$ cat config.mk
export PLATFORM = sky130hd
export DESIGN_NAME = pdm_dac_top
export DESIGN_NICKNAME = d
export VERILOG_FILES = /design/src/rtl/pdm_pkg.sv /design/src/rtl/pdm_regs.sv /design/src/rtl/pdm_mod.sv /design/src/rtl/pdm_dac_top.sv
export SDC_FILE = /design/constraint.sdc
export NUM_CORES = 1
export LEC_CHECK = 0
export BUFFER_PORTS_ARGS = -buffer_cell sky130_fd_sc_hd__buf_2
export CAP_MARGIN = 10
export CORE_MARGIN = 4
export CORE_UTILIZATION = 60
export CTS_BUF_LIST = sky130_fd_sc_hd__clkbuf_4 sky130_fd_sc_hd__clkbuf_8
export DETAILED_ROUTE_END_ITERATION = 8
export HOLD_SLACK_MARGIN = 0.06
export PLACE_DENSITY = 0.83
export SLEW_MARGIN = 25
export SYNTH_ARGS = -nofsm -noshare
export SYNTH_HDL_FRONTEND = slang
export SYNTH_SLANG_ARGS = --single-unit
$ cat constraint.sdc
create_clock -name clk -period 2.25 [get_ports clk]
set_input_delay 0.45 -clock clk [delete_from_list [all_inputs] [get_ports clk]]
set_output_delay 0.45 -clock clk [all_outputs]
set_load 0.05 [all_outputs]
$ cat src/rtl/pdm_pkg.sv
`timescale 1ns/1ps
package pdm_pkg;
  localparam int CODE_W    = 12;
  localparam int REG_W     = 16;
  localparam int RUN_BIT   = 15;  // global and per-channel run enable
  localparam int ROUTE_BIT = 9;   // per-channel routing to the shared pin
  localparam logic [CODE_W-1:0] CODE_MIN = 12'h0CD;
  localparam logic [CODE_W-1:0] CODE_MAX = 12'hF32;

  // Hold a written word inside the usable code window.
  function automatic logic [CODE_W-1:0] clamp_code(input logic [REG_W-1:0] v);
    if (v < REG_W'(CODE_MIN))      return CODE_MIN;
    else if (v > REG_W'(CODE_MAX)) return CODE_MAX;
    else                           return v[CODE_W-1:0];
  endfunction
endpackage

$ cat src/rtl/pdm_regs.sv
`timescale 1ns/1ps
module pdm_regs
  import pdm_pkg::*;
#(
  parameter int NCH    = 4,
  parameter int ADDR_W = 4
) (
  input  logic                         clk,
  input  logic                         rst,
  input  logic                         we,
  input  logic [ADDR_W-1:0]            addr,
  input  logic [REG_W-1:0]             wdata,
  output logic [REG_W-1:0]             rdata,
  output logic                         glob_en,
  output logic [NCH-1:0]               ch_en,
  output logic [NCH-1:0]               route,
  output logic [NCH-1:0][CODE_W-1:0]   code
);
  logic [REG_W-1:0] rd_next;

  always_ff @(posedge clk) begin
    if (rst) begin
      glob_en <= 1'b0;
      ch_en   <= '0;
      route   <= '0;
      for (int i = 0; i < NCH; i++) code[i] <= CODE_MIN;
    end else if (we) begin
      if (addr == '0) glob_en <= wdata[RUN_BIT];
      for (int i = 0; i < NCH; i++) begin
        if (addr == ADDR_W'(2*i+1)) begin
          ch_en[i] <= wdata[RUN_BIT];
          route[i] <= wdata[ROUTE_BIT];
        end
        if (addr == ADDR_W'(2*i+2)) code[i] <= clamp_code(wdata);
      end
    end
  end

  always_comb begin
    rd_next = '0;
    if (addr == '0) rd_next[RUN_BIT] = glob_en;
    for (int i = 0; i < NCH; i++) begin
      if (addr == ADDR_W'(2*i+1)) begin
        rd_next[RUN_BIT]   = ch_en[i];
        rd_next[ROUTE_BIT] = route[i];
      end
      if (addr == ADDR_W'(2*i+2)) rd_next[CODE_W-1:0] = code[i];
    end
  end

  always_ff @(posedge clk) begin
    if (rst) rdata <= '0;
    else     rdata <= rd_next;
  end
endmodule

$ cat src/rtl/pdm_mod.sv
`timescale 1ns/1ps
module pdm_mod
  import pdm_pkg::*;
(
  input  logic              clk,
  input  logic              rst,
  input  logic              run,
  input  logic [CODE_W-1:0] code_in,
  output logic              bit_o,
  output logic [CODE_W-1:0] acc_o,
  output logic [CODE_W-1:0] code_o,
  output logic              wrap_o
);
  logic [CODE_W-1:0] acc_q;
  logic [CODE_W-1:0] act_q;
  logic [CODE_W-1:0] cnt_q;
  logic [CODE_W:0]   sum;

  assign sum = {1'b0, acc_q} + {1'b0, act_q};

  always_ff @(posedge clk) begin
    if (rst) begin
      acc_q <= '0;
      cnt_q <= '0;
      act_q <= CODE_MIN;
      bit_o <= 1'b0;
    end else if (!run) begin
      // idle: known phase, follow the programmed code
      acc_q <= '0;
      cnt_q <= '0;
      act_q <= code_in;
      bit_o <= 1'b0;
    end else begin
      acc_q <= sum[CODE_W-1:0];
      bit_o <= sum[CODE_W];
      cnt_q <= cnt_q + 1'b1;
      if (cnt_q == '1) act_q <= code_in;  // accumulator back at zero here
    end
  end

  assign acc_o  = acc_q;
  assign code_o = act_q;
  assign wrap_o = (cnt_q == '1);
endmodule

$ cat src/rtl/pdm_dac_top.sv
`timescale 1ns/1ps
module pdm_dac_top
  import pdm_pkg::*;
#(
  parameter int NCH    = 4,
  parameter int ADDR_W = $clog2(2*NCH+2)
) (
  input  logic              clk,
  input  logic              rst,
  input  logic              reg_we,
  input  logic [ADDR_W-1:0] reg_addr,
  input  logic [15:0]       reg_wdata,
  output logic [15:0]       reg_rdata,
  output logic [NCH-1:0]    pdm_out,
  output logic              pin_out
);
  logic                       glob_en;
  logic [NCH-1:0]             ch_en;
  logic [NCH-1:0]             route;
  logic [NCH-1:0]             run;
  logic [NCH-1:0][CODE_W-1:0] code;
  logic [NCH-1:0][CODE_W-1:0] acc_v;
  logic [NCH-1:0][CODE_W-1:0] act_v;
  logic [NCH-1:0]             wrap_v;

  pdm_regs #(.NCH(NCH), .ADDR_W(ADDR_W)) u_regs (
    .clk(clk), .rst(rst), .we(reg_we), .addr(reg_addr), .wdata(reg_wdata),
    .rdata(reg_rdata), .glob_en(glob_en), .ch_en(ch_en), .route(route),
    .code(code)
  );

  assign run = ch_en & {NCH{glob_en}};

  for (genvar i = 0; i < NCH; i++) begin : g_ch
    pdm_mod u_mod (
      .clk(clk), .rst(rst), .run(run[i]), .code_in(code[i]),
      .bit_o(pdm_out[i]), .acc_o(acc_v[i]), .code_o(act_v[i]),
      .wrap_o(wrap_v[i])
    );
  end

  always_ff @(posedge clk) begin
    if (rst) pin_out <= 1'b0;
    else     pin_out <= |(pdm_out & route & run);
  end
endmodule

==> flow_summary.toml <==
[run_status]
status = "complete, no violations"

[sta]
finalSetupTns_ps = 0
finalHoldViolations = 0
rsz0062_at_grt = "no"
relSlewSlack_pct = 60.63
fmax_mhz = 476.4
setup_viol = 0
timing.final.crit_share_pct = 93.29
whs_ps = 265.2
slew_viol_final = 0
clock_skew_ps = 11.99
min_period_ps = 2099
worst_pin_slew_ps = 575.7

[placement]
io_buffers = 40
place_inst = 1331
gp_congestion = 0.8625
hpwl_um = 15370

[synth]
synth.avg_cell_area_um2 = 9.025
synth_seq_cells = 219
yosys-top-cells-area = "dfxtp_1 (44%), ha_1 (6.6%), nor2_1 (6.5%)"
yosysUniqueCellTypes = 61
synthTopCellsByCount = "dfxtp_1 (219), nor2_1 (171), a21oi_1 (80), nand2_1 (76), ha_1 (52)"
ys_async_sr_fraction_pct = 0
synth_cells = 1093
yosysTopAreaCell = "dfxtp_1"
netlist_area_mm2 = 0.009864
yosysMostFrequentCell = "dfxtp_1"
ys_warn_count = 0
synthFlopType = "dfxtp_1"
ys_seq_area_share_pct = 44.44
yosysTopAreaCellShare_pct = 44.44
synth-edff-count = 0

[power_and_ir_drop]
peakVddDrop_v = 0.0007957
swShare_pct = 21.55
p_leak_nw = 4.414
p_sw_mw = 1.809
p_comb_share_pct = 3.3
seqPwrFrac_pct = 47.0
total_power_mw = 8.394
pwr-share-clk_pct = 49.6
power.density_mw_per_mm2 = 743.1
p_int_mw = 6.586

[floorplan]
dieArea_mm2 = 0.01856
initial_core_util_pct = 61.65
die_h_um = 136.2
core_area_mm2 = 0.01600
rows = 46
die_w_um = 136.2
io_pins = 44

[drt]
viasPerCell = 5.827
routedWlPerCell_um = 15.94
dr.pass1.iters = 6
dr_wl_met2_um = 10110
drt_iter0_drc = 647
met3_length_um = 1464
ant_nets = 0
wirelength_um = 22270
dr.max_layer_used = "met5"
route.detailed.drc = 0
wl_met1_um = 10170
dr_total_vias = 8140

[critical_path]
crit_start = "g_ch[2].u_mod.code_o[0]$_SDFFE_PP1P_"
reg2reg_slack_ps = 150
reg2reg_to = "g_ch[2].u_mod.acc_o[10]$_SDFF_PP0_"
start_kind = "flip-flop"
endpoint = "g_ch[2].u_mod.acc_o[10]$_SDFF_PP0_"
path_class = "flip-flop to flip-flop"
r2r_cells = 8
end_kind = "flip-flop"
path_max_fanout = 3
reg2reg_from = "g_ch[2].u_mod.code_o[0]$_SDFFE_PP1P_"
cp.required_ps = 2700
worst_ep_arrival_time_ps = 2550

[global_route]
grt_util_all_layers_pct = 24.26
antenna_found_initial = 1
grt-ovfl-total = 0
grt_pass1_vias = 7520
grt_max_degree = 127
grt_pass1_wl_um = 36460

[clock_network]
cts.sinks = 219
cts_made_buffers = 37
insertion_delay_ps = 520
cts_root_buf = "clkbuf_8"
htree_levels = 2
cts_buffer_depth = 3
clkSlewWorstSetupHoldPaths_ps = 60
cts_tree = "yes"

[cells_and_area]
syn2layout_area_growth_pct = 14.52
final_cells = 1397
antenna_cells = 0
fillCellCount = 1235
drive_gt1_share_pct = 13.46
nets = 1233

[job]
cap_violations = 0

[worst_hold_path]
hold_path_class = "primary input to flip-flop"
-- state kept, by name, summed over array words and instances (netlist names), 4 cells and up --
register           count
u_regs.rdata          13
u_regs.route           4
g_ch.u_mod.code_o     48
g_ch.u_mod.bit_o       4
u_regs.code           48
u_regs.ch_en           4
g_ch.u_mod.acc_o      48
g_ch.u_mod.cnt_q      48
-- final cells by class --
type                            instances  area (um2)  share of cell area, %
Clock buffer                           59       749.5                  6.634
Clock inverter                          7       138.9                  1.229
Inverter                               27       101.3                 0.8971
Multi-Input combinational cell        797        5172                  45.79
Sequential cell                       219        4384                  38.81
Tap cell                              216       270.3                  2.392
Timing Repair Buffer                   72       480.5                  4.253
-- layer usage --
metal	track usage [%]	up-vias
met1	33.32	3823
met2	38.19	259
met4	8.287	2
met5	0	-
met3	5.070	43
li1	-	4013
-- timing repair --
action,CTS,global route
endpoints found under the setup margin,0,4
resized for setup,0,4
hold buffers,0,0
setup buffers,0,0
-- critical path, stage by stage (launching register included) --
cell and delay [ps]:
dfxtp_1 340, ha_1 160, inv_1 50, fa_1 370, nor2b_1 190, o31a_1 210, o221ai_1 190, o21ai_0 310
mux2i_1 200
-- power groups by stage --
stage	registers (mW)	clock network, mW	logic (mW)
2_1_floorplan	4.04	0	0.169
3_3_place_gp	4.03	0	0.269
3_5_place_dp	4.03	0	0.273
4_1_cts	3.95	4.21	0.276
5_1_grt	3.95	4.39	0.303
6_report	3.95	4.17	0.281
-- cell families (layout without fill, tap and decap cells) --
group / Yosys count / in the layout / share of synthesized area [%]
fa+ha+maj: 56 / 56 / 7.407
simple gates: 390 / 390 / 18.26
mux: 40 / 40 / 4.097
compound gates: 251 / 251 / 17.15
other cells: 1 / 3 / 0.03802
buf+inv: 79 / 165 / 3.539
flops: 219 / 219 / 44.44
xor+xnor: 57 / 57 / 5.061
-- layout by cell type (no fill, tap or decap), types with 26 or more instances in the layout --
cell	netlist	layout
dfxtp_1	219	219
nor2_1	171	171
a21oi_1	80	80
nand2_1	76	76
ha_1	52	52
clkbuf_8	0	49
xor2_1	45	45
buf_2	6	39
mux2i_1	37	37
buf_4	7	30
o21ai_0	30	29
inv_1	27	27
nand3_1	27	27
a22oi_1	26	26
nor2b_1	26	26
-- stage by stage --
step           util (%)  instance area (um2)  setup WS (ps)
2_1_floorplan         -                 9872          314.7
3_3_place_gp      64.96                10390          189.0
3_5_place_dp      64.96                10390          137.2
4_1_cts           70.51                11280          134.9
5_1_grt           70.61                11300          6.920
6_report          70.61                11300          150.9
-- how the worst min path moves through the flow --
| stage | start | to | slack (ps) | cells past startpoint |
|---|---|---|---|---|
| after floorplan | g_ch[0].u_mod.cnt_q[0]$_SDFF_PP0_ | g_ch[0].u_mod.cnt_q[0]$_SDFF_PP0_ | 430 | 1 |
| after global placement | g_ch[0].u_mod.cnt_q[0]$_SDFF_PP0_ | g_ch[0].u_mod.cnt_q[0]$_SDFF_PP0_ | 440 | 1 |
| final | reg_wdata[2] | u_regs.code[38]$_SDFFE_PP1P_ | 270 | 3 |
| after detailed placement | g_ch[2].u_mod.cnt_q[0]$_SDFF_PP0_ | g_ch[2].u_mod.cnt_q[0]$_SDFF_PP0_ | 450 | 1 |
| after global routing | reg_wdata[9] | u_regs.route[0]$_SDFFE_PP0P_ | 270 | 3 |
| after CTS | reg_wdata[9] | u_regs.route[0]$_SDFFE_PP0P_ | 240 | 3 |
Note: power is estimated with default switching activity, not from simulation.
